[src/rtl/acc_cpu_pkg.sv]
package acc_cpu_pkg;

    // Operation code field width; the code always sits in the top bits of a word.
    localparam int OPC_W = 4;

    localparam logic [OPC_W-1:0] OPC_LOAD  = 4'h1;
    localparam logic [OPC_W-1:0] OPC_STORE = 4'h2;
    localparam logic [OPC_W-1:0] OPC_ADD   = 4'h5;
    localparam logic [OPC_W-1:0] OPC_RTI   = 4'hF;

    typedef enum logic [2:0] {
        ST_FETCH = 3'd0,
        ST_FWAIT = 3'd1,
        ST_EXEC  = 3'd2,
        ST_EWAIT = 3'd3,
        ST_ICHK  = 3'd4
    } cpu_state_e;

    typedef struct packed {
        logic is_load;
        logic is_store;
        logic is_add;
        logic is_rti;
    } op_dec_t;

    typedef struct packed {
        logic fetch_rd;     // read at program counter
        logic ir_load;      // capture fetched word, advance pc
        logic exec_rd;      // operand read at address field
        logic exec_wr;      // write accumulator at address field
        logic ac_load;      // capture operand into accumulator
        logic ctx_restore;  // return from handler
        logic ctx_save;     // enter handler
    } cpu_ctl_t;

    function automatic op_dec_t decode_op(input logic [OPC_W-1:0] op);
        op_dec_t d;
        d          = '0;
        d.is_load  = (op == OPC_LOAD);
        d.is_store = (op == OPC_STORE);
        d.is_add   = (op == OPC_ADD);
        d.is_rti   = (op == OPC_RTI);
        return d;
    endfunction

endpackage

[src/rtl/acc_cpu_decode.sv]
module acc_cpu_decode
    import acc_cpu_pkg::*;
(
    input  logic [OPC_W-1:0] opcode,
    output op_dec_t          dec
);

    always_comb begin
        dec = decode_op(opcode);
    end

endmodule

[src/rtl/acc_cpu_ctrl.sv]
module acc_cpu_ctrl
    import acc_cpu_pkg::*;
(
    input  logic       clk,
    input  logic       rst,
    input  logic       irq,
    input  logic       ie,
    input  op_dec_t    dec,
    output cpu_state_e state,
    output cpu_ctl_t   ctl
);

    cpu_state_e state_nxt;

    always_ff @(posedge clk) begin
        if (rst) state <= ST_FETCH;
        else     state <= state_nxt;
    end

    always_comb begin
        ctl       = '0;
        state_nxt = state;
        case (state)
            ST_FETCH: begin
                ctl.fetch_rd = 1'b1;
                state_nxt    = ST_FWAIT;
            end
            ST_FWAIT: begin
                ctl.ir_load = 1'b1;
                state_nxt   = ST_EXEC;
            end
            ST_EXEC: begin
                if (dec.is_load || dec.is_add) begin
                    ctl.exec_rd = 1'b1;
                    state_nxt   = ST_EWAIT;
                end else begin
                    ctl.exec_wr     = dec.is_store;
                    ctl.ctx_restore = dec.is_rti;
                    state_nxt       = ST_ICHK;
                end
            end
            ST_EWAIT: begin
                ctl.ac_load = 1'b1;
                state_nxt   = ST_ICHK;
            end
            ST_ICHK: begin
                ctl.ctx_save = irq & ie;
                state_nxt    = ST_FETCH;
            end
            default: state_nxt = ST_FETCH;
        endcase
    end

    // the fetched word is consumed only in the cycle after a fetch read
    assert_fwait_after_fetch_R11: assert property (@(posedge clk) disable iff (rst)
        (state == ST_FWAIT) |-> ($past(state) == ST_FETCH));

    // the check cycle always closes an execute step
    assert_ichk_after_exec_R7: assert property (@(posedge clk) disable iff (rst)
        (state == ST_ICHK) |-> ($past(state) == ST_EXEC || $past(state) == ST_EWAIT));

    // after the check cycle the next state is always a fetch
    assert_fetch_after_ichk_R7: assert property (@(posedge clk) disable iff (rst)
        (state == ST_ICHK) |=> (state == ST_FETCH));

endmodule

[src/rtl/acc_cpu_dp.sv]
module acc_cpu_dp
    import acc_cpu_pkg::*;
#(
    parameter int ADDR_W = 12,
    parameter int WORD_W = OPC_W + ADDR_W,
    parameter logic [ADDR_W-1:0] HANDLER_ADDR = 12'h100
) (
    input  logic              clk,
    input  logic              rst,
    input  cpu_ctl_t          ctl,
    input  logic              ac_accumulate,
    input  logic [WORD_W-1:0] mem_rdata,
    output logic [OPC_W-1:0]  opcode,
    output logic              ie,
    output logic [ADDR_W-1:0] mem_addr,
    output logic [WORD_W-1:0] mem_wdata
);

    localparam logic [ADDR_W-1:0] PC_STEP = ADDR_W'(1);

    logic [ADDR_W-1:0] pc;
    logic [WORD_W-1:0] ir;
    logic [WORD_W-1:0] ac;
    logic [ADDR_W-1:0] shadow_pc;
    logic [WORD_W-1:0] shadow_ac;

    always_ff @(posedge clk) begin
        if (rst) begin
            pc        <= '0;
            ir        <= '0;
            ac        <= '0;
            ie        <= 1'b1;
            shadow_pc <= '0;
            shadow_ac <= '0;
        end else begin
            if (ctl.ir_load) begin
                ir <= mem_rdata;
                pc <= pc + PC_STEP;
            end
            if (ctl.ac_load) begin
                ac <= ac_accumulate ? (ac + mem_rdata) : mem_rdata;
            end
            if (ctl.ctx_restore) begin
                pc <= shadow_pc;
                ac <= shadow_ac;
                ie <= 1'b1;
            end
            if (ctl.ctx_save) begin
                shadow_pc <= pc;
                shadow_ac <= ac;
                pc        <= HANDLER_ADDR;
                ie        <= 1'b0;
            end
        end
    end

    assign opcode    = ir[WORD_W-1 -: OPC_W];
    assign mem_addr  = ctl.fetch_rd ? pc : ir[ADDR_W-1:0];
    assign mem_wdata = ac;

    // each fetch advances the program counter by one
    assert_pc_step_R2: assert property (@(posedge clk) disable iff (rst)
        ctl.ir_load |=> (pc == $past(pc) + PC_STEP));

    // handler entry saves context, masks and redirects
    assert_handler_entry_R8: assert property (@(posedge clk) disable iff (rst)
        ctl.ctx_save |=> (pc == HANDLER_ADDR && !ie &&
                          shadow_pc == $past(pc) && shadow_ac == $past(ac)));

    // a masked core stays masked until a return
    assert_mask_holds_R9: assert property (@(posedge clk) disable iff (rst)
        (!ie && !ctl.ctx_restore) |=> !ie);

    // return restores both registers and unmasks
    assert_restore_R10: assert property (@(posedge clk) disable iff (rst)
        ctl.ctx_restore |=> (pc == $past(shadow_pc) && ac == $past(shadow_ac) && ie));

endmodule

[src/rtl/acc_cpu.sv]
module acc_cpu
    import acc_cpu_pkg::*;
#(
    parameter int ADDR_W = 12,
    parameter logic [ADDR_W-1:0] HANDLER_ADDR = 12'h100
) (
    input  logic                      clk,
    input  logic                      rst,
    input  logic                      irq,
    input  logic [OPC_W+ADDR_W-1:0]   mem_rdata,
    output logic                      mem_rd,
    output logic                      mem_wr,
    output logic [ADDR_W-1:0]         mem_addr,
    output logic [OPC_W+ADDR_W-1:0]   mem_wdata
);

    localparam int WORD_W = OPC_W + ADDR_W;

    cpu_state_e        state;
    cpu_ctl_t          ctl;
    op_dec_t           dec;
    logic [OPC_W-1:0]  opcode;
    logic              ie;

    acc_cpu_decode u_decode (
        .opcode (opcode),
        .dec    (dec)
    );

    acc_cpu_ctrl u_ctrl (
        .clk   (clk),
        .rst   (rst),
        .irq   (irq),
        .ie    (ie),
        .dec   (dec),
        .state (state),
        .ctl   (ctl)
    );

    acc_cpu_dp #(
        .ADDR_W       (ADDR_W),
        .WORD_W       (WORD_W),
        .HANDLER_ADDR (HANDLER_ADDR)
    ) u_dp (
        .clk           (clk),
        .rst           (rst),
        .ctl           (ctl),
        .ac_accumulate (dec.is_add),
        .mem_rdata     (mem_rdata),
        .opcode        (opcode),
        .ie            (ie),
        .mem_addr      (mem_addr),
        .mem_wdata     (mem_wdata)
    );

    assign mem_rd = ctl.fetch_rd | ctl.exec_rd;
    assign mem_wr = ctl.exec_wr;

    // read and write strobes are exclusive
    assert_rd_wr_excl_R11: assert property (@(posedge clk) disable iff (rst)
        !(mem_rd && mem_wr));

    // no bus activity in the interrupt check cycle
    assert_ichk_quiet_R7: assert property (@(posedge clk) disable iff (rst)
        (state == ST_ICHK) |-> (!mem_rd && !mem_wr));

endmodule

[config.mk]
export PLATFORM = sky130hd
export DESIGN_NAME = acc_cpu
export DESIGN_NICKNAME = d
export VERILOG_FILES = /design/src/rtl/acc_cpu_pkg.sv /design/src/rtl/acc_cpu_decode.sv /design/src/rtl/acc_cpu_ctrl.sv /design/src/rtl/acc_cpu_dp.sv /design/src/rtl/acc_cpu.sv
export SDC_FILE = /design/constraint.sdc
export NUM_CORES = 1
export LEC_CHECK = 0
export ABC_AREA = 1
export ABC_CLOCK_PERIOD_IN_PS = 2700
export BUFFER_PORTS_ARGS = -buffer_cell sky130_fd_sc_hd__buf_2
export CORE_MARGIN = 2
export CORE_UTILIZATION = 29
export CTS_BUF_LIST = sky130_fd_sc_hd__clkbuf_2
export CTS_CLUSTER_SIZE = 12
export DETAILED_ROUTE_END_ITERATION = 8
export PLACE_DENSITY_LB_ADDON = 0.25
export SKIP_CTS_REPAIR_TIMING = 1
export SLEW_MARGIN = 10
export SYNTH_ARGS = -nofsm -noshare
export SYNTH_HDL_FRONTEND = slang
export SYNTH_SLANG_ARGS = --single-unit
[constraint.sdc]
create_clock -name clk -period 2.7 [get_ports clk]
set_input_delay 0.135 -clock clk [delete_from_list [all_inputs] [get_ports clk]]
set_output_delay 0.135 -clock clk [all_outputs]
set_load 0.05 [all_outputs]
==> flow_metrics.py <==
metrics = {
    "power_and_ir_drop": {
        "p_leak_nw": 2.32,
        "power_density_nw_per_um2": 512,
        "peakVddDrop_v": 0.000297,
    },
    "sta": {
        "maxSlewViolCount": 0,
        "fin_crit_sh": 0.854,
        "rsz0062_at_grt": "no",
        "maxSlewHeadroom": 0.555,
        "fmax_mhz": 434,
        "totalNegativeSetupSlack_ns": 0,
        "hold_viol": 0,
        "worst_slew_pin_slew_ns": 0.666,
        "final-setup-viol-count": 0,
        "period_needed_ns": 2.31,
        "clock_skew_ns": 0.0268,
    },
    "floorplanning": {
        "num_io_pins": 49,
        "start_util": 0.297,
        "die_area_sq_um": 15900,
        "die_h_um": 126,
        "die_w_um": 126,
        "core_sq_um": 14600,
        "row_count": 44,
    },
    "worst_setup_path": {
        "slowest_delay_ns": 0.43,
        "reg2regPathDepth": 13,
        "worstSetupPathType": "reg2out",
        "critPathSlowestCell": "dfxtp_1",
        "worst_setup_path_end_kind": "output pin",
        "crit_family": "simple AND/OR/NAND/NOR gates",
        "rrSetupSlack_ns": 0.76,
        "path_max_fanout": 26,
        "crit_buf_inv": 1,
        "critPathRequiredTime_ns": 2.57,
        "arrival_ns": 2.17,
        "start_kind": "flip-flop",
        "reg2reg_to": "u_dp.mem_wdata[14]",
        "rr_startpoint": "u_dp.mem_wdata[0]",
        "worstPathCellList": "nor2_1 -> nand2_2 -> o21ai_0 -> buf_2",
    },
    "clock_tree": {
        "cts_made_buffers": 9,
        "cts_tree": "built",
        "path_clk_slew_ns": 0.22,
        "htreeDepth": 3,
        "cts.sink_count": 76,
        "cts_root_buf": "clkbuf_2",
        "clock_latency_ns": 0.57,
        "cts_max_path_buffers": 2,
    },
    "placement": {
        "dpl.cell_count": 857,
        "dpl-instance-area_sq_um": 4710,
        "portBuffers": 48,
        "hpwl_um": 8870,
        "gp_congestion": 0.873,
    },
    "finish": {
        "nets": 737,
        "multi_input_area_sq_um": 2370,
        "mostFrequentLayoutCells": "161 x nand2_1, 76 x dfxtp_1, 69 x inv_1, 67 x nor2_1, 65 x o21ai_0",
        "utilization": 0.344,
        "seq_area_sq_um": 1520,
        "syn_to_final_growth_pct": 15.8,
        "drive_above_1_share": 0.136,
        "n_fill_cell": 1565,
        "final_common_cell": "nand2_1",
        "final_area_sq_um": 5020,
        "final-instance-count-excl-fill": 890,
    },
    "detailed_routing": {
        "drcViolationCount": 0,
        "final_antenna_net_count": 0,
        "drt_iter0_drc": 252,
        "vias": 4386,
        "firstDrtPassIters": 5,
        "via_per_inst": 4.93,
        "finalWirelength_um": 12900,
        "wl_per_cell_um": 14.5,
    },
    "outcome": {
        "outcome": "complete, no violations",
    },
    "global_route": {
        "grt_pass1_vias": 4004,
        "antenna_found_initial": 1,
        "grt_max_degree": 44,
        "overflow": 0,
        "grt_pass1_wl_um": 20500,
        "grt_use_total": 0.162,
    },
    "synthesis": {
        "ys.warnings.count": 0,
        "synthCells": 648,
        "avgSynthCellArea_sq_um": 6.69,
        "ys_ff_latch": 76,
        "synth-seq-area-share": 0.351,
        "postSynth.asyncResetShare": 0,
        "yosys_most_used_dff": "dfxtp_1",
        "synth_edf_count": 0,
        "synth_nets": 684,
        "synthDistinctLibCells": 38,
        "syn-cell-area_sq_um": 4340,
    },
    "hold_path": {
        "min_to": "u_dp.shadow_ac[10]",
        "hp-class": "in2reg",
        "hold_path_depth": 4,
        "hold_path_startpoint": "irq",
    },
    "job": {
        "max-cap-violations": 0,
    },
}
[power by group]
group / switching (mW) / internal (mW)
registers: 0.0489 / 1.19
logic: 0.424 / 0.171
clock network: 0.437 / 0.303
[layout make-up]
class	count	share of cell area
Timing Repair Buffer	71	0.0932
Multi-Input combinational cell	466	0.472
Sequential cell	76	0.303
Antenna cell	1	0.000498
Clock inverter	6	0.0177
Clock buffer	9	0.00897
Tap cell	184	0.0459
Inverter	77	0.0586
[per-layer routing]
metal	vias up	routed length, um	track usage
li1	2215	-	-
met1	2033	6360	0.218
met2	120	5640	0.254
met3	18	650	0.0446
met4	0	264	0.0511
met5	-	0	0
[kinds of logic (layout without fill, tap and decap cells)]
| kind of cell | Yosys count | after routing | share of synthesized area |
|---|---|---|---|
| flops | 76 | 76 | 0.351 |
| simple gates | 287 | 287 | 0.281 |
| xor+xnor | 10 | 10 | 0.0202 |
| buf+inv | 106 | 163 | 0.103 |
| other cells | 0 | 1 | 0 |
| compound gates | 152 | 152 | 0.194 |
| fa+ha+maj | 17 | 17 | 0.0508 |
[state kept, by name, summed over array words and instances (netlist names)]
name,count
u_dp.mem_wdata,16
u_dp.pc,12
u_dp.ie,1
u_dp.shadow_pc,12
u_ctrl.state,3
u_dp.ir,16
u_dp.shadow_ac,16
[cells in the mapped netlist (2+ instances only)]
cell type | number | area [sq um]
nand2_1 | 162 | 608
dfxtp_1 | 76 | 1520
inv_1 | 69 | 259
nor2_1 | 67 | 251
o21ai_0 | 65 | 325
a21oi_1 | 61 | 305
nand3_1 | 27 | 135
clkbuf_1 | 16 | 60.1
ha_1 | 16 | 200
a31oi_1 | 8 | 50.1
buf_2 | 8 | 40.0
inv_2 | 7 | 26.3
nor3_1 | 7 | 35.0
xor2_1 | 6 | 52.6
nand3b_1 | 5 | 37.5
buf_6 | 4 | 45.0
nand4_1 | 4 | 25.0
o211ai_1 | 4 | 30.0
xnor2_1 | 4 | 35.0
a21oi_2 | 3 | 26.3
a221oi_2 | 3 | 45.0
nand2_2 | 3 | 18.8
o221ai_1 | 3 | 26.3
or2_2 | 3 | 18.8
nand2_4 | 2 | 22.5
nor3_2 | 2 | 20.0
o21ai_1 | 2 | 10.0
[worst min-delay path: stages]
cell,delay (ns)
buf_2,0.10
nand4_1,0.10
buf_4,0.18
a21oi_1,0.08
[worst max-delay path by stage]
stage                    start     endpoint  slack (ns)  cells past startpoint
3_3_place_gp   u_ctrl.state[0]  mem_addr[8]        0.77                      4
3_5_place_dp   u_ctrl.state[0]  mem_addr[8]        0.77                      4
2_1_floorplan  u_ctrl.state[0]  mem_addr[0]        0.65                      4
6_report       u_ctrl.state[0]  mem_addr[8]        0.39                      4
4_1_cts        u_ctrl.state[0]  mem_addr[8]        0.07                      4
5_1_grt        u_ctrl.state[0]  mem_addr[8]        0.17                      4
[metrics by stage]
| stage | worst slack [ns] | power [mW] | hold slack [ns] |
|---|---|---|---|
| global route | 0.167 | 2.72 | 0.0412 |
| global placement | 0.774 | 1.83 | 0.412 |
| finish | 0.393 | 2.57 | 0.0510 |
| CTS | 0.0693 | 2.59 | -0.233 |
| detailed placement | 0.775 | 1.83 | 0.422 |
| floorplan | 0.655 | 1.67 | 0.270 |
No activity file was read; power rests on OpenSTA's default activity.
